<file path="config.mk">
export PLATFORM = sky130hd
export DESIGN_NAME = pxs_serializer
export DESIGN_NICKNAME = d
export VERILOG_FILES = /design/src/rtl/pxs_pkg.sv /design/src/rtl/pxs_edge_pick.sv /design/src/rtl/pxs_router.sv /design/src/rtl/pxs_lane_bank.sv /design/src/rtl/pxs_serializer.sv
export SDC_FILE = /design/constraint.sdc
export NUM_CORES = 1
export LEC_CHECK = 0
export ABC_AREA = 1
export BUFFER_PORTS_ARGS = -buffer_cell sky130_fd_sc_hd__clkbuf_2
export CORE_MARGIN = 2
export CORE_UTILIZATION = 55
export CTS_CLUSTER_DIAMETER = 50
export CTS_CLUSTER_SIZE = 10
export DETAILED_ROUTE_END_ITERATION = 8
export PLACE_DENSITY = 0.8
export REMOVE_ABC_BUFFERS = 1
export SLEW_MARGIN = 20
export SYNTH_ARGS = -nofsm -noshare
export SYNTH_HDL_FRONTEND = slang
export SYNTH_HIERARCHICAL = 1
export SYNTH_SLANG_ARGS = --single-unit
</file>
<file path="constraint.sdc">
create_clock -name clk -period 2.1 [get_ports clk]
set_input_delay 0.21 -clock clk [delete_from_list [all_inputs] [get_ports clk]]
set_output_delay 0.21 -clock clk [all_outputs]
set_load 0.05 [all_outputs]
</file>
<file path="src/rtl/pxs_pkg.sv">
`timescale 1ns/1ps
package pxs_pkg;

  typedef enum logic [1:0] {
    MODE_ONE_ONE = 2'b00,
    MODE_SPLIT   = 2'b01,
    MODE_TWO_TWO = 2'b10,
    MODE_RSVD    = 2'b11
  } link_mode_t;

  // Mask that keeps every lane except the top one.
  function automatic logic [63:0] low_lanes_mask(input int lanes, input int slots);
    logic [63:0] m;
    m = '0;
    for (int i = 0; i < 64; i++) begin
      if (i < (lanes - 1) * slots) m[i] = 1'b1;
    end
    return m;
  endfunction

endpackage

</file>
<file path="src/rtl/pxs_edge_pick.sv">
`timescale 1ns/1ps
module pxs_edge_pick (
  input  logic clk,
  input  logic rst_n,
  input  logic pix_clk,
  input  logic rise_sel,
  output logic edge_hit
);

  logic pix_q;

  always_ff @(posedge clk or negedge rst_n) begin
    if (!rst_n) pix_q <= 1'b0;
    else        pix_q <= pix_clk;
  end

  // The selected pixel clock transition, seen in the bit clock domain.
  assign edge_hit = rise_sel ? (pix_clk & ~pix_q) : (~pix_clk & pix_q);

endmodule

</file>
<file path="src/rtl/pxs_router.sv">
`timescale 1ns/1ps
module pxs_router
  import pxs_pkg::*;
#(
  parameter int LANES = 4,
  parameter int SLOTS = 7,
  localparam int WORD = LANES * SLOTS
) (
  input  logic            clk,
  input  logic            rst_n,
  input  logic            quiet,
  input  logic            cap,
  input  logic [1:0]      mode_sel,
  input  logic            narrow_sel,
  input  logic [WORD-1:0] in_a,
  input  logic [WORD-1:0] in_b,
  output logic            load_a,
  output logic            load_b,
  output logic            step,
  output logic [WORD-1:0] word_a,
  output logic [WORD-1:0] word_b
);

  localparam logic [63:0]     MASK64    = low_lanes_mask(LANES, SLOTS);
  localparam logic [WORD-1:0] KEEP_MASK = MASK64[WORD-1:0];

  function automatic logic [WORD-1:0] shape(input logic [WORD-1:0] w, input logic nar);
    return nar ? (w & KEEP_MASK) : w;
  endfunction

  link_mode_t      mode;
  logic            odd_q;   // next split capture is the second of a pair
  logic            half_q;  // half-rate step phase
  logic [WORD-1:0] held_q;  // first word of a split pair
  logic            live_cap;
  logic            split;

  assign mode     = link_mode_t'(mode_sel);
  assign split    = (mode == MODE_SPLIT);
  assign live_cap = cap & ~quiet;

  always_comb begin
    load_a = 1'b0;
    load_b = 1'b0;
    word_a = shape(in_a, narrow_sel);
    word_b = shape(in_b, narrow_sel);
    unique case (mode)
      MODE_ONE_ONE: load_a = live_cap;
      MODE_TWO_TWO: begin
        load_a = live_cap;
        load_b = live_cap;
      end
      MODE_SPLIT: begin
        load_a = live_cap & odd_q;
        load_b = live_cap & odd_q;
        word_a = held_q;
        word_b = shape(in_a, narrow_sel);
      end
      default: ;
    endcase
  end

  assign step = split ? half_q : 1'b1;

  always_ff @(posedge clk or negedge rst_n) begin
    if (!rst_n) begin
      odd_q  <= 1'b0;
      half_q <= 1'b0;
      held_q <= '0;
    end else if (quiet) begin
      odd_q  <= 1'b0;
      half_q <= 1'b0;
      held_q <= '0;
    end else begin
      half_q <= (load_a | load_b) ? 1'b0 : ~half_q;
      if (live_cap && split) begin
        odd_q <= ~odd_q;
        if (!odd_q) held_q <= shape(in_a, narrow_sel);
      end
    end
  end

endmodule

</file>
<file path="src/rtl/pxs_lane_bank.sv">
`timescale 1ns/1ps
module pxs_lane_bank #(
  parameter int              LANES   = 4,
  parameter int              SLOTS   = 7,
  parameter logic [SLOTS-1:0] CLK_PAT = 7'b1100011,
  localparam int             WORD    = LANES * SLOTS
) (
  input  logic             clk,
  input  logic             rst_n,
  input  logic             clear,
  input  logic             load,
  input  logic             step,
  input  logic [WORD-1:0]  word,
  output logic [LANES-1:0] dat,
  output logic             fwd_clk
);

  for (genvar l = 0; l < LANES; l++) begin : g_lane
    logic [SLOTS-1:0] sh_q;
    always_ff @(posedge clk or negedge rst_n) begin
      if (!rst_n)     sh_q <= '0;
      else if (clear) sh_q <= '0;
      else if (load)  sh_q <= word[l*SLOTS +: SLOTS];
      else if (step)  sh_q <= {sh_q[SLOTS-2:0], 1'b0};
    end
    assign dat[l] = sh_q[SLOTS-1];
  end

  logic [SLOTS-1:0] ck_q;
  always_ff @(posedge clk or negedge rst_n) begin
    if (!rst_n)     ck_q <= '0;
    else if (clear) ck_q <= '0;
    else if (load)  ck_q <= CLK_PAT;
    else if (step)  ck_q <= {ck_q[SLOTS-2:0], 1'b0};
  end
  assign fwd_clk = ck_q[SLOTS-1];

endmodule

</file>
<file path="src/rtl/pxs_serializer.sv">
`timescale 1ns/1ps
module pxs_serializer
  import pxs_pkg::*;
#(
  parameter int               LANES   = 4,
  parameter int               SLOTS   = 7,
  parameter logic [SLOTS-1:0] CLK_PAT = 7'b1100011,
  localparam int              WORD    = LANES * SLOTS
) (
  input  logic             clk,
  input  logic             rst_n,
  input  logic             pix_clk,
  input  logic [WORD-1:0]  pix_a,
  input  logic [WORD-1:0]  pix_b,
  input  logic [1:0]       mode_sel,
  input  logic             rise_sel,
  input  logic             run_en,
  input  logic             narrow_sel,
  output logic [LANES-1:0] link_a_dat,
  output logic             link_a_clk,
  output logic [LANES-1:0] link_b_dat,
  output logic             link_b_clk
);

  logic            quiet;
  logic            cap_evt;
  logic            load_a;
  logic            load_b;
  logic            step;
  logic [WORD-1:0] word_a;
  logic [WORD-1:0] word_b;

  assign quiet = ~run_en | (link_mode_t'(mode_sel) == MODE_RSVD);

  pxs_edge_pick u_edge (
    .clk      (clk),
    .rst_n    (rst_n),
    .pix_clk  (pix_clk),
    .rise_sel (rise_sel),
    .edge_hit (cap_evt)
  );

  pxs_router #(.LANES(LANES), .SLOTS(SLOTS)) u_route (
    .clk        (clk),
    .rst_n      (rst_n),
    .quiet      (quiet),
    .cap        (cap_evt),
    .mode_sel   (mode_sel),
    .narrow_sel (narrow_sel),
    .in_a       (pix_a),
    .in_b       (pix_b),
    .load_a     (load_a),
    .load_b     (load_b),
    .step       (step),
    .word_a     (word_a),
    .word_b     (word_b)
  );

  pxs_lane_bank #(.LANES(LANES), .SLOTS(SLOTS), .CLK_PAT(CLK_PAT)) u_link_a (
    .clk     (clk),
    .rst_n   (rst_n),
    .clear   (quiet),
    .load    (load_a),
    .step    (step),
    .word    (word_a),
    .dat     (link_a_dat),
    .fwd_clk (link_a_clk)
  );

  pxs_lane_bank #(.LANES(LANES), .SLOTS(SLOTS), .CLK_PAT(CLK_PAT)) u_link_b (
    .clk     (clk),
    .rst_n   (rst_n),
    .clear   (quiet),
    .load    (load_b),
    .step    (step),
    .word    (word_b),
    .dat     (link_b_dat),
    .fwd_clk (link_b_clk)
  );

endmodule

</file>
# Word-level counts from Yosys, hierarchy flattened
# Cells that the tools add are included.
[classes]
eq_ne = 4
mux = 45
n_bitwise = 12
n_reduce_logical = 7
[ops]
columns = ["cell", "n"]
rows = [
  ["two-way mux 7 bit", 30],
  ["two-way mux 28 bit", 7],
  ["two-way mux 1 bit", 6],
  ["NOT 1 bit", 6],
  ["nonzero test 3 bit", 2],
  ["bitwise AND 1 bit", 4],
  ["equality test 2 bit, second input constant", 2],
  ["case mux 1 bit (2 select lines)", 2],
  ["equality test 2 x 1 -> 1 bit, second input constant", 1],
  ["zero test 2 bit", 1],
  ["inequality test 2 x 1 -> 1 bit, second input constant", 1],
  ["OR 1 bit", 2],
  ["AND reduction 2 bit", 1],
  ["nonzero test 2 bit", 1],
  ["OR reduction 2 bit", 1],
  ["logical AND 1 bit", 1],
]
[totals]
regBits = 101
inputBits = 64
out_inout_bits = 10
elab_cells = 82

# Longest topological paths before layout
[depth]
depth_word = 9
mapped_depth = 14
depth_no_buf = 12

# By module
# Netlist, hierarchy kept.
[by_module_without_submodules]
columns = ["module", "n_inst", "cells_each", "area_per_inst_um2", "seq_area_each_um2"]
rows = [
  ["pxs_lane_bank", 2, 231, 1732.9, 875.8],
  ["pxs_router", 1, 346, 2293.4, 750.7],
  ["pxs_edge_pick", 1, 7, 50.0, 25.0],
  ["pxs_serializer", 1, 2, 7.5, 0.0],
]

# Worst setup path before layout
# Ideal clock, no wire load.
[synth_timing]
kind = "input to register"
from = "in mode_sel[1]"
to = "reg u_link_a.ck_q[6]"
setup_ps = 66
t_arrival_ps = 1561
required_ps = 2034
setup_slack_ps = 473
cell_stages = 11
path_buffers = 2
cell_sequence = "inv_1 > ha_1 > buf_4 > inv_2 > or2_2 > inv_2 > nand2_4 > nor2_8 > buf_4 > nand2_1 > nand2_1"
[synth_via]
elab_cells_between_ends = 14
cone_classes = "3 x eq/ne; 4 x mux; 4 x bitwise; 3 x reduce/logical"
[synth_rtl]
columns = ["item", "line_no", "source"]
rows = [
  ["from (decl)", "pxs_serializer.sv:15", "input logic [1:0] mode_sel,"],
  ["equality test 2 x 1 -> 1 bit", "pxs_router.sv:39", "assign split = (mode == MODE_SPLIT);"],
  ["two-way mux 1 bit", "pxs_router.sv:63", "assign step = split ? half_q : 1'b1;"],
  ["via step", "pxs_serializer.sv:29", "logic step;"],
  ["nonzero test 3 bit (no source line)", "n/a", ""],
  ["to (signal assigned)", "pxs_lane_bank.sv:34", "else if (step) ck_q <= {ck_q[SLOTS-2:0], 1'b0};"],
  ["to (decl)", "pxs_lane_bank.sv:29", "logic [SLOTS-1:0] ck_q;"],
]
# The timed path passes the listed nets, and every way through them passes these cells.
# A chain may end at the register's enable or synchronous reset.

# Worst setup path after layout
[layout_timing]
from = "in pix_clk"
to = "reg u_link_b.ck_q[4]"
[layout_via]
elab_chain_cells = 8
elab_cells_between_ends = 10
cone_classes = "4 x mux; 5 x bitwise; 1 x reduce/logical"
[layout_lines]
columns = ["item", "line_no", "source"]
rows = [
  ["from (decl)", "pxs_serializer.sv:12", "input logic pix_clk,"],
  ["NOT 1 bit", "pxs_edge_pick.sv:18", "assign edge_hit = rise_sel ? (pix_clk & ~pix_q) : (~pix_clk & pix_q);"],
  ["bitwise AND 1 bit", "pxs_edge_pick.sv:18", ""],
  ["two-way mux 1 bit *", "pxs_edge_pick.sv:18", ""],
  ["via cap_evt", "pxs_serializer.sv:26", "logic cap_evt;"],
  ["bitwise AND 1 bit *", "pxs_router.sv:40", "assign live_cap = cap & ~quiet;"],
  ["bitwise AND 1 bit", "pxs_router.sv:55", "load_b = live_cap & odd_q;"],
  ["case mux 1 bit (2 select lines) *", "pxs_router.sv:47", "unique case (mode)"],
  ["via load_b", "pxs_serializer.sv:28", "logic load_b;"],
  ["two-way mux 7 bit", "pxs_lane_bank.sv:33", "else if (load) ck_q <= CLK_PAT;"],
  ["two-way mux 7 bit", "pxs_lane_bank.sv:32", "else if (clear) ck_q <= '0;"],
  ["to (signal assigned)", "pxs_lane_bank.sv:34", ""],
  ["to (decl)", "pxs_lane_bank.sv:29", ""],
]
# Mark *: on every way through the listed nets, which the timed path passes. The rest lies on a longest branch.

==> metrics.md <==
| Metric | Value |
|---|---|
| Max stage delay on crit path | `0.53 ns` |
| Root Driver | `clkbuf_8` |
| Fillcell total | `942` |
| Sw Ratio | `0.254` |
| P per Cell Area | `598 mW/mm^2` |
| Worst Slack Setup Final | `0.192 ns` |
| Critical R2R Capture | `u_link_b/ck_q[4]$_DFFE_PN0P_` |
| Ys flop type | `dfrtp_1` |
| Setup Buffers After CTS | `0` |
| RR Startpoint | `u_edge/pix_q$_DFF_PN0_` |
| 1st-pass router iterations | `5` |
| Number of synthesized register bits | `101` |
| Mapped Cells | `817` |
| Clk pwr share | `0.367` |
| Slew Limit Headroom | `0.376` |
| Antenna-violating nets left | `0` |
| I/O pins | `74` |
| Syn. warnings | `6` |
| Share of cells above drive strength 1 | `0.162` |
| All-Layer GR Usage | `0.242` |
| Worst setup startpoint | `pix_clk` |
| Iter 0 DRT Violations | `288` |
| Die height | `107 um` |
| Worst Hold Class | `input port to register` |
| Worst Path Required | `2.34 ns` |
| Syn Area/Cell | `7.12 um^2` |
| Ant. Diodes | `0` |
| Synth area leader | `dfrtp_1` |
| CP arrival | `2.15 ns` |
| Slowest stage cell, crit path | `dlygate4sd3_1` |
| # port buffers | `73` |
| Final setup violation count | `0` |
| Pin count of the biggest net entering global routing | `102` |
| DR WL/cell | `13.1 um` |
| R2r setup slk | `0.31 ns` |
| Vias | `5,037` |
| Fin util | `0.620` |
| Starting density of the core | `0.566` |
| P_sw | `0.968 mW` |
| Row count | `37` |
| VDD IR-drop max | `0.356 mV` |
| Total gr overflow | `0` |
| Worst setup SP type | `input port` |
| Htree depth | `3` |
| Core area | `0.0103 mm^2` |
| Combinational share of power | `0.114` |
| CTS tree | `done` |
| CP endpoint | `u_link_b/ck_q[4]$_DFFE_PN0P_` |
| Worst Path Class, Setup | `input port to register` |
| EDFF count, synth | `0` |
| Max Clock Freq | `524 MHz` |
| RePlAce Congestion | `0.864` |
| Cts bufs inserted | `9` |
| First-pass GRT wire length | `21,900 um` |
| Actual slew at the worst max-slew pin | `0.934 ns` |
| DRC errors left | `0` |
| Max cap viols | `0` |
| Synth cell types | `26` |
| Initial antenna violation count | `0` |
| Register area share after synthesis | `0.435` |
| Placed cell areas | `0.00611 mm^2` |
| Seq pwr share | `0.519` |
| Internal | `2.84 mW` |
| Final WL | `13,100 um` |
| CP Capture Type | `register` |
| Post-route cell area | `0.00637 mm^2` |
| Share of the synthesized area in the top cell type | `0.435` |
| Worst path cell trace | `dlygate4sd3_1 > clkbuf_2 > inv_1 > nand3_1 > nand2_1 > inv_1 > nor2_1 > nand3_1 > inv_2 > buf_4 > nor2_1 > o21ai_0 > a21oi_1` |
| Most frequent cells after synthesis | `429 x nand2_1, 101 x dfrtp_1, 69 x inv_1, 37 x o21ai_0, 29 x o21ai_1` |
| Final hold vios | `0` |
| Count leader, synth | `nand2_1` |
| Die area | `0.0114 mm^2` |
| Crit Path Max Fanout | `11` |
| Worst r2r path cells | `11` |
| Skew final | `0.0116 ns` |
| Number of global-route vias before repair | `4,691` |
| Unrepaired setup endpoints after global routing | `no` |
| Final Cycle Share | `0.909` |
| Post-DR vias/cell | `5.00` |
| Clk pin slew, worst setup/hold paths | `0.10 ns` |
| Die width | `107 um` |
| Hpwl dp | `8780 um` |
| Area contributors post-synth | `dfrtp_1 43%, nand2_1 28%, inv_1 4.5%` |
| Clock Sinks | `101` |
| Clock Path Buffers | `2` |
| Worst slack, placed | `0.0919 ns` |
| Max-slew violations | `0` |
| Layout area overhead | `9.46%` |
| Outcome | `finished clean` |
| Clk_lat worst skew | `0.36 ns` |
| Leakage | `3.79 nW` |
| Total Nets Final | `934` |
| Final Critical Period | `1.91 ns` |
| Cell Area, Synth | `0.00582 mm^2` |
| Ys async rst share | `1.00` |
cell usage in the layout, fill, tap and decap left out, types with 2 or more instances in the layout:
| cell type | synthesis | routed |
|---|---|---|
| nand2_2 | 5 | 5 |
| clkbuf_2 | 0 | 72 |
| inv_1 | 69 | 68 |
| o22ai_1 | 2 | 2 |
| nor2_8 | 3 | 3 |
| o21ai_1 | 29 | 29 |
| or2_2 | 5 | 5 |
| inv_2 | 11 | 11 |
| bufinv_16 | 0 | 2 |
| buf_12 | 1 | 3 |
| o21bai_1 | 19 | 19 |
| dfrtp_1 | 101 | 101 |
| clkinv_2 | 0 | 2 |
| dlygate4sd3_1 | 0 | 2 |
| a21oi_1 | 4 | 4 |
| o21bai_2 | 9 | 9 |
| buf_4 | 14 | 9 |
| nand3_1 | 19 | 19 |
| nand2_4 | 2 | 2 |
| o21ai_0 | 37 | 37 |
| nor2_1 | 15 | 15 |
| clkbuf_8 | 0 | 11 |
| ha_1 | 4 | 3 |
| nand2_1 | 429 | 429 |
worst min-delay path by stage:
stage             start                                     end  depth (start not counted)  slack (ns)
2_1_floorplan     rst_n                  u_edge/pix_q$_DFF_PN0_                          0       -0.09
3_3_place_gp      rst_n  u_link_b/g_lane[2].sh_q[5]$_DFFE_PN0P_                          2        0.32
3_5_place_dp      rst_n  u_link_b/g_lane[2].sh_q[5]$_DFFE_PN0P_                          2        0.32
4_1_cts        pix_a[8]           u_route/held_q[8]$_DFFE_PN0P_                          3        0.04
5_1_grt        pix_a[8]           u_route/held_q[8]$_DFFE_PN0P_                          3        0.05
6_report       pix_a[8]           u_route/held_q[8]$_DFFE_PN0P_                          3        0.06
layer usage:
metal,vias to the layer above,global-route usage,wire [um]
met1,2319,0.325,5900
met5,-,0,0
met4,0,0.0686,300
li1,2567,-,-
met3,20,0.0480,548
met2,131,0.401,6400
worst max-delay path: cells and delay by family:
kind                   cells  cell delay, ns
AO/OA/AOI/OAI              2            0.16
buffers and inverters      6            1.20
AND/OR/NAND/NOR            5            0.57
cell type report:
cell class	instances	area [um^2]	area share
tap	136	170	0.0267
clock inverter	4	70.1	0.0110
clock buffer	12	155	0.0244
timing repair buffer	87	519	0.0815
inverter	80	303	0.0476
multi-input combinational	587	2620	0.412
sequential	101	2530	0.397
state kept, by name (all words and copies together) (netlist names):
name	count
u_link_b/ck_q	7
u_route/odd_q	1
u_route/held_q	28
u_route/half_q	1
u_link_a/g_lane.sh_q	28
u_link_a/ck_q	7
u_link_b/g_lane.sh_q	28
u_edge/pix_q	1
metrics by stage:
stage,setup TNS [ns],std cells,hold slack [ns],power (mW)
after floorplan,-67.36,768,-0.0856,2.23
after global placement,0,989,0.320,2.44
after detailed placement,0,989,0.322,2.44
after CTS,0,1007,0.0448,3.83
after global routing,0,1007,0.0483,3.97
final,0,1007,0.0551,3.81
kinds of logic after synthesis:
group                    Yosys count  share of synthesized area
flip-flops                       101                      0.435
AO/OA/AOI/OAI                    103                      0.110
AND/OR/NAND/NOR                  480                      0.332
adder cells (fa/ha/maj)            4                    0.00860
buffers and inverters            129                      0.115
power groups by stage:
stage          clock [mW]  sequential, mW  combinational (mW)
2_1_floorplan           0            2.02               0.215
3_5_place_dp            0            2.02               0.429
3_3_place_gp            0            2.01               0.426
4_1_cts              1.42            1.98               0.434
5_1_grt              1.51            1.98               0.486
6_report             1.40            1.98               0.434
repair_timing:
| action | in CTS | in global routing |
|---|---|---|
| hold buffers | 2 | 0 |
| hold endpoints to repair | 102 | 0 |
| gates resized for setup | 0 | 5 |
| endpoints found under the setup margin | 0 | 54 |
Note: power is estimated with default switching activity, not from simulation.
